$ cat src/rtl/lcd_ws_pkg.sv
package lcd_ws_pkg;
    typedef enum logic [1:0] {
        ST_IDLE    = 2'd0,
        ST_HOLD    = 2'd1,
        ST_PULSE   = 2'd2,
        ST_RELEASE = 2'd3
    } ws_state_e;
endpackage

$ cat src/rtl/lcd_ws_phase.sv
module lcd_ws_phase (
    input  logic clk,
    input  logic rst,
    output logic ph_high
);
    always_ff @(posedge clk) begin
        if (rst) ph_high <= 1'b0;
        else     ph_high <= ~ph_high;
    end

    p_phase_alt_r2: assert property (@(posedge clk) disable iff (rst)
        ph_high |=> !ph_high);
    p_phase_alt2_r2: assert property (@(posedge clk) disable iff (rst)
        !ph_high |=> ph_high);
endmodule

$ cat src/rtl/lcd_ws_gap_timer.sv
module lcd_ws_gap_timer #(
    parameter int GAP_TICKS = 10
) (
    input  logic clk,
    input  logic rst,
    input  logic rise_now,
    output logic gap_met
);
    localparam int CW = $clog2(GAP_TICKS + 1);

    logic [CW-1:0] since_q;

    always_ff @(posedge clk) begin
        if (rst)
            since_q <= CW'(GAP_TICKS);
        else if (rise_now)
            since_q <= CW'(1);
        else if (since_q < CW'(GAP_TICKS))
            since_q <= since_q + CW'(1);
    end

    assign gap_met = (since_q >= CW'(GAP_TICKS));

    // a strobe may only start once the spacing counter has run out
    p_rise_spacing_r6: assert property (@(posedge clk) disable iff (rst)
        rise_now |-> gap_met);
endmodule

$ cat src/rtl/lcd_ws_fsm.sv
module lcd_ws_fsm
    import lcd_ws_pkg::*;
#(
    parameter int STRETCH_CYC = 3
) (
    input  logic clk,
    input  logic rst,
    input  logic ph_high,
    input  logic sel,
    input  logic rnw,
    input  logic gap_met,
    output logic rdy,
    output logic en,
    output logic rw,
    output logic rise_now
);
    localparam int RDY_TICKS = 2 * (STRETCH_CYC - 1);
    localparam int EN_TICKS  = 2 * STRETCH_CYC - 1;
    localparam int TW        = $clog2(RDY_TICKS + 1);
    localparam int RW_W      = $clog2(EN_TICKS + 2);

    ws_state_e     state_q, state_d;
    logic [TW-1:0] tick_q, tick_d;
    logic          decide;

    // the edge that ends a low half is where the select is judged
    assign decide = ~ph_high;

    always_comb begin
        state_d = state_q;
        tick_d  = tick_q;
        unique case (state_q)
            ST_IDLE: begin
                if (decide && sel) begin
                    tick_d  = '0;
                    state_d = gap_met ? ST_PULSE : ST_HOLD;
                end
            end
            ST_HOLD: begin
                if (decide && gap_met) begin
                    tick_d  = '0;
                    state_d = ST_PULSE;
                end
            end
            ST_PULSE: begin
                if (tick_q == TW'(RDY_TICKS - 1)) state_d = ST_RELEASE;
                else                              tick_d  = tick_q + TW'(1);
            end
            ST_RELEASE: begin
                state_d = ST_IDLE;
            end
            default: state_d = ST_IDLE;
        endcase
    end

    assign rise_now = (state_d == ST_PULSE) && (state_q != ST_PULSE);

    // state register
    always_ff @(posedge clk) begin
        if (rst) begin
            state_q <= ST_IDLE;
            tick_q  <= '0;
        end else begin
            state_q <= state_d;
            tick_q  <= tick_d;
        end
    end

    // registered outputs, decoded from the next state
    always_ff @(posedge clk) begin
        if (rst) begin
            rdy <= 1'b1;
            en  <= 1'b0;
            rw  <= 1'b1;
        end else begin
            rdy <= !((state_d == ST_HOLD) || (state_d == ST_PULSE));
            en  <= (state_d == ST_PULSE) || (state_d == ST_RELEASE);
            if (rise_now) rw <= rnw;
        end
    end

    // checker-only run counter for the strobe width
    logic [RW_W-1:0] en_run_q;
    always_ff @(posedge clk) begin
        if (rst)                          en_run_q <= '0;
        else if (!en)                     en_run_q <= '0;
        else if (en_run_q != '1)          en_run_q <= en_run_q + RW_W'(1);
    end

    p_en_width_r4: assert property (@(posedge clk) disable iff (rst)
        ($fell(en) && !$past(rst)) |-> (en_run_q == RW_W'(EN_TICKS)));
    p_rdy_low_at_rise_r5: assert property (@(posedge clk) disable iff (rst)
        $rose(en) |-> !rdy);
    p_rdy_back_before_fall_r5: assert property (@(posedge clk) disable iff (rst)
        ($fell(en) && !$past(rst)) |-> $past(rdy));
    p_rw_steady_r7: assert property (@(posedge clk) disable iff (rst)
        (en && $past(en)) |-> $stable(rw));
endmodule

$ cat src/rtl/lcd_wait_gen.sv
module lcd_wait_gen #(
    parameter int STRETCH_CYC = 3,
    parameter int GAP_TICKS   = 10
) (
    input  logic clk,
    input  logic rst,
    input  logic lcd_sel,
    input  logic cpu_rnw,
    output logic phase_hi,
    output logic cpu_rdy,
    output logic lcd_en,
    output logic lcd_rw
);
    logic gap_met;
    logic rise_now;

    lcd_ws_phase u_phase (
        .clk     (clk),
        .rst     (rst),
        .ph_high (phase_hi)
    );

    lcd_ws_gap_timer #(.GAP_TICKS(GAP_TICKS)) u_gap (
        .clk      (clk),
        .rst      (rst),
        .rise_now (rise_now),
        .gap_met  (gap_met)
    );

    lcd_ws_fsm #(.STRETCH_CYC(STRETCH_CYC)) u_fsm (
        .clk      (clk),
        .rst      (rst),
        .ph_high  (phase_hi),
        .sel      (lcd_sel),
        .rnw      (cpu_rnw),
        .gap_met  (gap_met),
        .rdy      (cpu_rdy),
        .en       (lcd_en),
        .rw       (lcd_rw),
        .rise_now (rise_now)
    );

    logic hold_seen_q;
    always_ff @(posedge clk) begin
        if (rst) hold_seen_q <= 1'b0;
        else     hold_seen_q <= !cpu_rdy && !lcd_en;
    end

    p_reset_idle_r1: assert property (@(posedge clk)
        rst |=> (cpu_rdy && !lcd_en && !phase_hi));
    p_en_needs_sel_r8: assert property (@(posedge clk) disable iff (rst)
        ($rose(lcd_en) && !$past(rst)) |-> ($past(lcd_sel) || hold_seen_q));
    p_quiet_when_idle_r3: assert property (@(posedge clk) disable iff (rst)
        (!lcd_sel && cpu_rdy && !lcd_en && !phase_hi) |=> !lcd_en);
endmodule

$ cat config.mk
export PLATFORM = sky130hd
export DESIGN_NAME = lcd_wait_gen
export DESIGN_NICKNAME = d
export VERILOG_FILES = /design/src/rtl/lcd_ws_pkg.sv /design/src/rtl/lcd_ws_phase.sv /design/src/rtl/lcd_ws_gap_timer.sv /design/src/rtl/lcd_ws_fsm.sv /design/src/rtl/lcd_wait_gen.sv
export SDC_FILE = /design/constraint.sdc
export NUM_CORES = 1
export LEC_CHECK = 0
export ABC_AREA = 1
export BUFFER_PORTS_ARGS = -buffer_cell sky130_fd_sc_hd__buf_2
export CORE_AREA = 2 2 39 41
export DETAILED_ROUTE_END_ITERATION = 16
export DIE_AREA = 0 0 41 43
export GPL_TIMING_DRIVEN = 0
export PLACE_DENSITY = 0.64
export SYNTH_ARGS = -nofsm -noshare
export SYNTH_HDL_FRONTEND = slang
export SYNTH_SLANG_ARGS = --single-unit
$ cat constraint.sdc
create_clock -name clk -period 2.1 [get_ports clk]
set_input_delay 0.42 -clock clk [delete_from_list [all_inputs] [get_ports clk]]
set_output_delay 0.42 -clock clk [all_outputs]
set_load 0.02 [all_outputs]
# Word level (Yosys, flattened, before mapping)
# Index checks and enable logic that the tools add are counted.
[totals]
reg_bits = 13
inputBits = 4
out_inout_bits = 4
[classes]
addsub = 2
magnitude_cmp = 2
n_eq_ne = 11
n_mux = 11
n_bitwise = 1
reduce_logical = 11
[ops]
columns = ["op", "count"]
rows = [
  ["$mux W3", 3],
  ["$pmux W3 S3", 1],
  ["$eq A2 B2 Y1 const B", 4],
  ["$mux W2", 4],
  ["$mux W4", 2],
  ["$pmux W2 S4", 1],
  ["$add A4 B1 Y4 const B", 1],
  ["$eq A2 B1 Y1 const B", 2],
  ["$ge A4 B4 Y1 const B", 1],
  ["$lt A4 B4 Y1 const B", 1],
  ["$ne A2 B1 Y1 const B", 2],
  ["$ne A2 B2 Y1 const B", 2],
  ["$reduce_and A4 Y1", 1],
  ["$add A3 B1 Y3 const B", 1],
  ["$eq A3 B2 Y1 const B", 1],
  ["$logic_and A1 B1 Y1", 3],
  ["$reduce_bool A3 Y1", 1],
  ["$logic_not A2 Y1", 1],
  ["$logic_or A1 B1 Y1", 2],
  ["$reduce_bool A2 Y1", 1],
  ["$reduce_or A2 Y1", 1],
  ["$logic_not A1 Y1", 1],
  ["$not A1 Y1", 1],
]

# Depth between registers and ports, before layout
# Gate-level depths: netlist of the first run.
[depth]
depth_word = 7
depth_mapped = 13
depth_no_buf = 13

# Hierarchy
# From an unflattened synthesis of the first run, not the netlist that was laid out.
[hier_totals]
cells_unflattened = 100
area_unflattened_um2 = 704.4
[modules_own_cells]
columns = ["mod", "instances", "cells_each", "area_each_um2", "seq_area_each_um2"]
rows = [
  ["lcd_ws_fsm", 1, 63, 452.9, 160.2],
  ["lcd_ws_gap_timer", 1, 35, 227.7, 80.1],
  ["lcd_ws_phase", 1, 2, 23.8, 20.0],
]

# Worst setup path after synthesis of the first run
# Ideal clock, no wire load.
[synth_timing]
kind = "reg2reg"
start = "reg u_gap.since_q[1]"
end = "reg u_fsm.rdy"
setup_ns = 0.123
arrival_time_ns = 1.535
slack_ns = 0.442
stages_incl_launch_ff = 10
period_less_slack_ns = 1.658
cell_sequence = "dfxtp_1 ha_1 nand2_1 nand2_2 nand2_2 nand2_4 nand2_1 o21ai_2 ha_1 or2_2"
[synth_via]
elab_chain_cells = 7
elab_cells_between_ends = 10
[synth_lines]
columns = ["element", "line_no", "rtl"]
rows = [
  ["start: declaration", "lcd_ws_gap_timer.sv:11", "logic [CW-1:0] since_q;"],
  ["start signal: assignment", "lcd_ws_gap_timer.sv:15", "since_q <= CW'(GAP_TICKS);"],
  ["start signal: assignment", "lcd_ws_gap_timer.sv:19", "since_q <= since_q + CW'(1);"],
  ["$ge A4 B4 Y1 (*)", "lcd_ws_gap_timer.sv:22", "assign gap_met = (since_q >= CW'(GAP_TICKS));"],
  ["$mux W2 or $logic_and A1 B1 Y1 (tied branches)", "lcd_ws_fsm.sv:36, lcd_ws_fsm.sv:40", ""],
  ["$mux W2 (on tied branches)", "lcd_ws_fsm.sv:34, lcd_ws_fsm.sv:40", ""],
  ["$pmux W2 S4 (*)", "lcd_ws_fsm.sv:32", "unique case (state_q)"],
  ["$eq A2 B1 Y1 or $eq A2 B2 Y1 (tied branches)", "lcd_ws_fsm.sv:76", "rdy <= !((state_d == ST_HOLD) || (state_d == ST_PULSE));"],
  ["$logic_or A1 B1 Y1 (*)", "lcd_ws_fsm.sv:76", ""],
  ["$logic_not A1 Y1 (*)", "lcd_ws_fsm.sv:76", ""],
  ["end signal: assignment", "lcd_ws_fsm.sv:76", ""],
  ["end: declaration", "lcd_ws_fsm.sv:12", "output logic rdy,"],
]
# Every way passes the cells marked *; elsewhere a longest branch is shown, timed or not.
# A chain may end at the register's enable or synchronous reset.

# Final worst setup path of the first run
[layout_timing]
start = "reg u_gap.since_q[0]"
end = "reg u_gap.since_q[0]"
[layout_via]
elab_chain_cells = 7
elab_cells_between_ends = 13
[layout_lines]
columns = ["element", "line_no", "rtl"]
rows = [
  ["$ge A4 B4 Y1", "lcd_ws_gap_timer.sv:22", ""],
  ["$mux W2 or $logic_and A1 B1 Y1 (tied branches)", "lcd_ws_fsm.sv:36, lcd_ws_fsm.sv:40", ""],
  ["$mux W2 (on tied branches)", "lcd_ws_fsm.sv:34, lcd_ws_fsm.sv:40", ""],
  ["$pmux W2 S4", "lcd_ws_fsm.sv:32", ""],
  ["$eq A2 B2 Y1", "lcd_ws_fsm.sv:56", "assign rise_now = (state_d == ST_PULSE) && (state_q != ST_PULSE);"],
  ["$logic_and A1 B1 Y1", "lcd_ws_fsm.sv:56", ""],
  ["$mux W4 or $reduce_bool A2 Y1 (tied branches)", "n/a", ""],
]
# Several ways; a longest one is shown, not always the timed one. The select of a mux whose other input is x is not followed.

==> results of run 1 <==
-- cells in the mapped netlist, drive strengths merged --
master,instances
nand2,24
dfxtp,12
inv,12
nor2,11
ha,5
o21ai,5
nand3,4
a21oi,3
nand4,2
a211oi,1
nor3,1
o2111ai,1
o211ai,1
or2,1
-- cell families after synthesis --
family          after synthesis  share of synthesized area
compound gates               11                      0.124
fa+ha+maj                     5                     0.0982
buf+inv                      12                     0.0707
flops                        12                      0.377
simple gates                 43                      0.330
-- layout make-up --
cell class | instances | area, um2
multi-input cells | 59 | 352
clock buffers | 4 | 36.3
repair buffers | 7 | 35.0
inverters | 12 | 45.0
flip-flops and latches | 12 | 240
fillers | 137 | 656
well taps | 16 | 20.0
-- power breakdown --
group / switching (mW) / internal, mW / total, mW
clock network: 0.0772 / 0.105 / 0.182
logic: 0.279 / 0.180 / 0.459
registers: 0.0630 / 0.302 / 0.365
-- stage by stage --
stage,instances,hold WS [ps]
floorplan,83,487
global placement,106,418
detailed placement,106,427
CTS,110,383
global route,110,389
finish,110,389
-- sequential cells by signal (all words and copies together) (netlist names) --
| signal | cells |
|---|---|
| u_gap.since_q | 4 |
| u_phase.ph_high | 1 |
| u_fsm.tick_q | 3 |
| u_fsm.rw | 1 |
| u_fsm.state_q | 2 |
| u_fsm.rdy | 1 |
-- worst max path at each step --
stage	startpoint	end	slack, ps	cells after the start
floorplan	u_gap.since_q[1]$_SDFFE_PP1P_	u_fsm.rdy$_SDFF_PP1_	440	9
global placement	u_gap.since_q[0]$_SDFFE_PP0P_	u_gap.since_q[0]$_SDFFE_PP0P_	320	13
detailed placement	u_gap.since_q[0]$_SDFFE_PP0P_	u_gap.since_q[0]$_SDFFE_PP0P_	320	11
CTS	u_gap.since_q[0]$_SDFFE_PP0P_	u_gap.since_q[2]$_SDFFE_PP0N_	290	10
global route	u_gap.since_q[0]$_SDFFE_PP0P_	u_gap.since_q[0]$_SDFFE_PP0P_	4	11
finish	u_gap.since_q[0]$_SDFFE_PP0P_	u_gap.since_q[0]$_SDFFE_PP0P_	300	11
-- layout by cell type, fill, tap and decap left out, types with 2 or more instances in the layout --
cell type / synthesis / routed
buf_2: 0 / 7
nand2_2: 3 / 3
nand3_1: 3 / 3
nor2_1: 8 / 8
clkbuf_4: 0 / 3
ha_1: 5 / 5
nand4_1: 2 / 2
inv_1: 8 / 8
a21oi_1: 3 / 3
nand2_1: 20 / 20
dfxtp_1: 12 / 12
inv_2: 4 / 4
o21ai_1: 2 / 2
nor2_2: 3 / 3
-- layer usage --
metal,vias to the layer above,track usage
met3,4,0.0314
met4,0,0.100
met2,5,0.219
met5,-,0
met1,227,0.238
li1,288,-
==> impl_metrics.ini, run 1 <==
[outcome]
status = finished clean

[route]
wl_met2_um = 481
dr.pass1.iters = 2
wirelength_um = 1050
num_vias = 524
top_layer_used = met4
routed-wl-met3_um = 27
initialDrtViolationCount = 4
drc = 0
routedWlPerCell_um = 9.52
vias_per_cell = 4.76
antenna_left = 0
m1WireLength_um = 508

[power]
ir_worst_vdd_v = 0.000849
leakagePower_nw = 0.360
total_power_mw = 1.01
power_per_cell_area_nw_per_um2 = 1380

[job]
cap_violations = 0

[die]
die_w_um = 41
core_area_um2 = 1380
core.rowCount = 14
die_h_um = 43
dieArea_um2 = 1760
initial_core_util = 0.460
ioPinCount = 8

[worst_setup_path]
r2r_start = u_gap.since_q[0]$_SDFFE_PP0P_
cp_slowest_stage_delay_ps = 360
cp_slowest_cell = dfxtp_1
worst_ep_arrival_time_ps = 1970
path_cells = inv_1 -> ha_1 -> nand2_1 -> nand2_2 -> nor3_1 -> o21ai_2 -> ha_1 -> nand2_1 -> o21ai_1 -> a21oi_1 -> nor2_1
rr_worst_depth = 11
critPathCaptureType = flip-flop
path_delay_family = simple AND/OR/NAND/NOR gates
cp_num_buf_inv = 1
cp_max_fo = 5
critPathKind = reg2reg
reg2reg_setup_slack_ps = 300
startpoint_type = flip-flop
r2r-end = u_gap.since_q[0]$_SDFFE_PP0P_
cp.required_ps = 2270

[finish]
finalInstanceArea_um2 = 728
area_growth_pct = 14.3
final_nets = 104
drive_gt1_frac = 0.277
n_antenna_cell = 0
final_util = 0.526

[global_route]
grt_first_pass_wirelength_um = 1930
grt_usage = 0.165
grt_overflow = 0
grt_max_degree = 8
grt_pass1_vias = 468
antenna_found_initial = 0

[place]
place_hpwl_um = 839
gp_congestion = 0.672
place_area_um2 = 692
dp_slack_ps = 316
port_buffers = 7

[yosys]
syn_inst = 83
seq_area_frac_synth = 0.377
syn_nets = 92
netlist.area_leader.share = 0.377
netlist.top_cell.by_area = dfxtp_1
syn_area_per_cell_um2 = 7.67
ys_top_cells_by_area = dfxtp_1 38%, nand2_1 12%, ha_1 9.8%
syn_area_um2 = 637
synth_cell_types = 22
ys_ff_latch = 12
yosysWarnings = 0

[sta]
maxSlewHeadroom = 0.781
min_period_over_period = 0.858
worst_pin_slew_ps = 327
fin_setup_tns_ps = 0
finalClockSkew_ps = 1.90
fin_ws_ps = 299
drv_slew = 0
setup_violations = 0
rsz0062_at_grt = no
min_period_ps = 1800
report.final.hold_viol_count = 0
fmax_mhz = 555

[clock_tree]
cts-root-buf = clkbuf_4
clk_pin_slew_worst_paths_ps = 80
cts_tree = built
cts_resized = 0
clk_latency_ps = 270
cts.sinks = 12
numCtsBuffers = 3
htree_levels = 1
cts-hold-fix-buffers = 0
cts_setup_buffers = 0
clockBufferDepth = 2

[hold_path]
holdPathStages = 2
hold_path_class = in2reg
min_to = u_fsm.state_q[0]$_SDFF_PP0_
holdCritStartpoint = rst
Note: power is estimated with default switching activity, not from simulation.
==> run 2, diff against run 1 <==
--- a/config.mk
+++ b/config.mk
@@ -5,13 +5,14 @@
 export SDC_FILE = /design/constraint.sdc
 export NUM_CORES = 1
 export LEC_CHECK = 0
-export ABC_AREA = 1
+export ABC_AREA = 0
 export BUFFER_PORTS_ARGS = -buffer_cell sky130_fd_sc_hd__buf_2
 export CORE_AREA = 2 2 39 41
 export DETAILED_ROUTE_END_ITERATION = 16
 export DIE_AREA = 0 0 41 43
 export GPL_TIMING_DRIVEN = 0
-export PLACE_DENSITY = 0.64
+export PLACE_DENSITY = 0.6
+export RECOVER_POWER = 50
 export SYNTH_ARGS = -nofsm -noshare
 export SYNTH_HDL_FRONTEND = slang
 export SYNTH_SLANG_ARGS = --single-unit
==> impl_metrics.ini, run 2 <==
[outcome]
status = finished clean

[die]
die_w_um = 41
die_h_um = 43
core.rowCount = 14
dieArea_um2 = 1760
initial_core_util = 0.425
core_area_um2 = 1380
ioPinCount = 8

[power]
power_frac_comb = 0.356
p_clk_frac = 0.179
leakagePower_nw = 0.260
p_int_uw = 469
ir_worst_vdd_v = 0.000645
pwr-share-seq = 0.465
p_sw_uw = 280
p_sw_frac = 0.374
power_per_cell_area_nw_per_um2 = 1140

[sta]
setup_violations = 0
report.final.hold_viol_count = 0
min_period_over_period = 0.886
rsz0062_at_grt = no
fin_setup_tns_ps = 0
maxSlewHeadroom = 0.699
finalClockSkew_ps = 1.26
worst_pin_slew_ps = 447
drv_slew = 0
fmax_mhz = 537
min_period_ps = 1860

[clock_tree]
cts.sinks = 12
cts-root-buf = clkbuf_4
cts_setup_buffers = 0
htree_levels = 1
cts_resized = 0
numCtsBuffers = 3
clk_latency_ps = 260
clk_pin_slew_worst_paths_ps = 70
cts_tree = built
clockBufferDepth = 2
cts-hold-fix-buffers = 0

[finish]
area_growth_pct = 11.3
layout_common_cells = 12 x dfxtp_1, 6 x inv_1, 6 x nor2_1, 6 x clkbuf_1
largest-register = u_gap.since_q
final_nets = 84
finalInstanceArea_um2 = 654
drive_gt1_frac = 0.123
n_antenna_cell = 0
final_common_cell = dfxtp_1
final_util = 0.473
reg_top3 = u_gap.since_q: 4 flops, u_fsm.tick_q: 3 flops, u_fsm.state_q: 2 flops
n_fill_cell = 139
largest_reg_flops = 4

[yosys]
yosysWarnings = 0
ys_top_cells_by_area = dfxtp_1 41%, ha_1 11%, o311ai_4 4.5%
synthArstFlopShare = 0
synthFlopType = dfxtp_1
netlist.area_leader.share = 0.409
syn_area_um2 = 588
netlist.top_cell.by_area = dfxtp_1
synth.most_common_cell = dfxtp_1
seq_area_frac_synth = 0.409
synth_commonest_cells = 12 x dfxtp_1, 6 x inv_1, 6 x nor2_1, 5 x a21oi_1, 5 x ha_1
syn_inst = 63
syn_nets = 72
syn_area_per_cell_um2 = 9.33
synth_edf_count = 0
synth_cell_types = 26
ys_ff_latch = 12

[global_route]
grt_overflow = 0
use_met3 = 0.0942
use_met2 = 0.225
grt_max_degree = 11
top_usage_layer = met2
use_met1 = 0.170
antenna_found_initial = 0
grt_pass1_vias = 429
grt_first_pass_wirelength_um = 1770
grt_usage = 0.153

[place]
gp_congestion = 0.683
place_area_um2 = 643
place_hpwl_um = 755
port_buffers = 7

[route]
initialDrtViolationCount = 3
drc = 0
vias_per_cell = 5.15
dr.pass1.iters = 4
num_vias = 458
antenna_left = 0
routedWlPerCell_um = 11.7
wirelength_um = 1040

[job]
cap_violations = 0

[hold_path]
hold_path_class = in2reg

[worst_setup_path]
startpoint_type = flip-flop
cp.required_ps = 2260
critPathCaptureType = flip-flop
critPathKind = reg2reg
cp_max_fo = 7
worst_ep_arrival_time_ps = 2020
## run 2: area by class of cell
| type | instances | area, um2 | area share |
|---|---|---|---|
| multi-input cells | 44 | 317 | 0.484 |
| flip-flops and latches | 12 | 240 | 0.367 |
| repair buffers | 7 | 28.8 | 0.0440 |
| clock buffers | 3 | 22.5 | 0.0344 |
| inverters | 6 | 22.5 | 0.0344 |
| well taps | 16 | 20.0 | 0.0306 |
| plain buffers | 1 | 3.75 | 0.00574 |
## run 2: per-layer routing
metal / wire length (um) / vias up / share of wire
li1: - / 245 / -
met1: 498 / 205 / 0.48
met2: 477 / 6 / 0.46
met3: 53 / 2 / 0.051
met4: 13 / 0 / 0.012
met5: 0 / - / 0
## run 2: cell families after synthesis
family	count (synthesis)	synth area share
simple gates	20	0.181
fa+ha+maj	5	0.106
compound gates	18	0.245
xor+xnor	1	0.0149
buf+inv	7	0.0447
flops	12	0.409
## run 2: power by group through the flow
stage                     logic, mW  registers (mW)  clock network (mW)
after global routing          0.302           0.358               0.154
after detailed placement      0.274           0.355                   0
after floorplan               0.201           0.364                   0
after CTS                     0.278           0.349               0.142
final                         0.266           0.348               0.134
after global placement        0.272           0.354                   0
## run 2: worst paths after layout
check | start | to | slack [ps] | depth (start not counted)
setup / recovery | u_gap.since_q[1]$_SDFFE_PP1P_ | u_fsm.rw$_SDFFE_PP1P_ | 240 | 6
hold / removal | rst | u_fsm.state_q[1]$_SDFF_PP0_ | 420 | 2
setup reg to reg | u_gap.since_q[1]$_SDFFE_PP1P_ | u_fsm.rw$_SDFFE_PP1P_ | 240 | 6
hold reg to reg | u_phase.ph_high$_SDFF_PP0_ | u_phase.ph_high$_SDFF_PP0_ | 460 | 1
## run 2: metrics by stage
step / hold WS [ps] / power, mW / worst slack [ps] / instances
finish: 419 / 0.749 / 239 / 89
global route: 414 / 0.814 / 76.5 / 89
CTS: 352 / 0.769 / 250 / 89
detailed placement: 450 / 0.629 / 269 / 86
global placement: 441 / 0.626 / 270 / 86
floorplan: 457 / 0.565 / 380 / 63
## run 2: critical path, cell delays in order (launching register included)
cell and delay (ps):
dfxtp_1 470, ha_1 250, o311ai_4 100, o31ai_1 330
ha_1 240, nand2_1 80, a211o_1 290
==> run 3, diff against run 2 <==
--- a/config.mk
+++ b/config.mk
@@ -7,6 +7,7 @@
 export LEC_CHECK = 0
 export ABC_AREA = 0
 export BUFFER_PORTS_ARGS = -buffer_cell sky130_fd_sc_hd__buf_2
+export CAP_MARGIN = 20
 export CORE_AREA = 2 2 39 41
 export DETAILED_ROUTE_END_ITERATION = 16
 export DIE_AREA = 0 0 41 43
==> constraint.sdc (replaced) <==
create_clock -name clk -period 1.79 [get_ports clk]
set_input_delay 0.358 -clock clk [delete_from_list [all_inputs] [get_ports clk]]
set_output_delay 0.358 -clock clk [all_outputs]
set_load 0.02 [all_outputs]
==> impl_metrics.ini, run 3 (synthesis results as in run 2) <==
[power]
ir_worst_vdd_v = 0.000828
total_power_uw = 937
leakagePower_nw = 0.272
power_per_cell_area_nw_per_um2 = 1340

[clock_tree]
cts.sinks = 12
cts_tree = built
clockBufferDepth = 2
numCtsBuffers = 3
clk_pin_slew_worst_paths_ps = 70
clk_latency_ps = 260
cts-root-buf = clkbuf_4
htree_levels = 1

[finish]
area_growth_pct = 18.7
largest-register = u_gap.since_q
final_nets = 86
final_util = 0.505
drive_gt1_frac = 0.240
layout_common_cells = 10 x dfxtp_1, 6 x inv_1, 6 x nor2_1, 6 x clkbuf_1, 5 x a21oi_1
largest_reg_flops = 4
n_antenna_cell = 0
finalInstanceArea_um2 = 698
reg_top3 = u_gap.since_q: 4 flops, u_fsm.tick_q: 3 flops, u_fsm.state_q: 2 flops
final_common_cell = dfxtp_1
stdcell_count = 91

[hold_path]
hold_path_class = in2reg

[place]
place_hpwl_um = 755
dp_slack_ps = -41.2
gp_congestion = 0.683
port_buffers = 7
place_area_um2 = 643
dp_cells = 86

[sta]
rsz0062_at_grt = no
finalClockSkew_ps = 1.90
maxSlewHeadroom = 0.688
worst_pin_slew_ps = 464
min_period_ps = 1690
fin_ws_ps = 98.1
drv_slew = 0
setup_violations = 0
report.final.hold_viol_count = 0
min_period_over_period = 0.945
fin_setup_tns_ps = 0
fmax_mhz = 591
hold_slack_ps = 357

[die]
die_w_um = 41
core.rowCount = 14
die_h_um = 43
ioPinCount = 8
initial_core_util = 0.425
core_area_um2 = 1380
dieArea_um2 = 1760

[global_route]
grt_usage = 0.162
grt_first_pass_wirelength_um = 1870
grt_max_degree = 11
antenna_found_initial = 0
grt_overflow = 0
grt_pass1_vias = 450

[route]
initialDrtViolationCount = 5
wirelength_um = 1070
drc = 0
antenna_left = 0
num_vias = 466
routedWlPerCell_um = 11.8
dr.pass1.iters = 3
vias_per_cell = 5.12

[worst_setup_path]
startpoint_type = flip-flop
worst_ep_arrival_time_ps = 1850
cp_max_fo = 3
critPathKind = reg2reg
critPathCaptureType = flip-flop
cp.required_ps = 1950

[outcome]
status = finished clean

[job]
cap_violations = 0
[run 3: worst paths after layout]
path,from,endpoint,slack [ps],depth (start not counted)
hold / removal,rst,u_fsm.state_q[1]$_SDFF_PP0_,360,2
setup reg to reg,u_fsm.tick_q[0]$_SDFFE_PP0P_,u_fsm.rw$_SDFFE_PP1P_,100,6
hold reg to reg,u_fsm.rw$_SDFFE_PP1P_,u_fsm.rw$_SDFFE_PP1P_,460,1
setup / recovery,u_fsm.tick_q[0]$_SDFFE_PP0P_,u_fsm.rw$_SDFFE_PP1P_,100,6
[run 3: what timing repair did]
item | in CTS | in global routing
pin swaps | 1 | 2
setup endpoints to repair | 2 | 3
buffers inserted | 2 | 0
gates resized for setup | 5 | 2
hold buffers | 0 | 0
[run 3: critical path, cell delays in order, from the launching register on]
cell and delay (ps):
dfxtp_1 330, ha_1 200, ha_1 220, a32oi_2 260
ha_2 230, nand2_1 70, a211o_1 280
[run 3: area by class of cell]
type,count,area (um2)
timing repair buffer,9,43.8
fill,135,686
sequential,12,245
tap,16,20.0
inverter,6,22.5
buffer,1,3.75
clock buffer,3,22.5
multi-input combinational,44,340
[run 3: power by group]
part,switching (mW),internal (mW)
Combinational,0.193,0.177
Clock,0.0788,0.0777
Sequential,0.0740,0.336
Total,0.346,0.591
[run 3: routing by layer]
| metal | wire [um] | vias to the layer above | track usage |
|---|---|---|---|
| met5 | 0 | - | 0 |
| li1 | - | 249 | - |
| met2 | 513 | 6 | 0.244 |
| met3 | 53 | 2 | 0.0942 |
| met1 | 490 | 209 | 0.180 |
| met4 | 13 | 0 | 0.0600 |
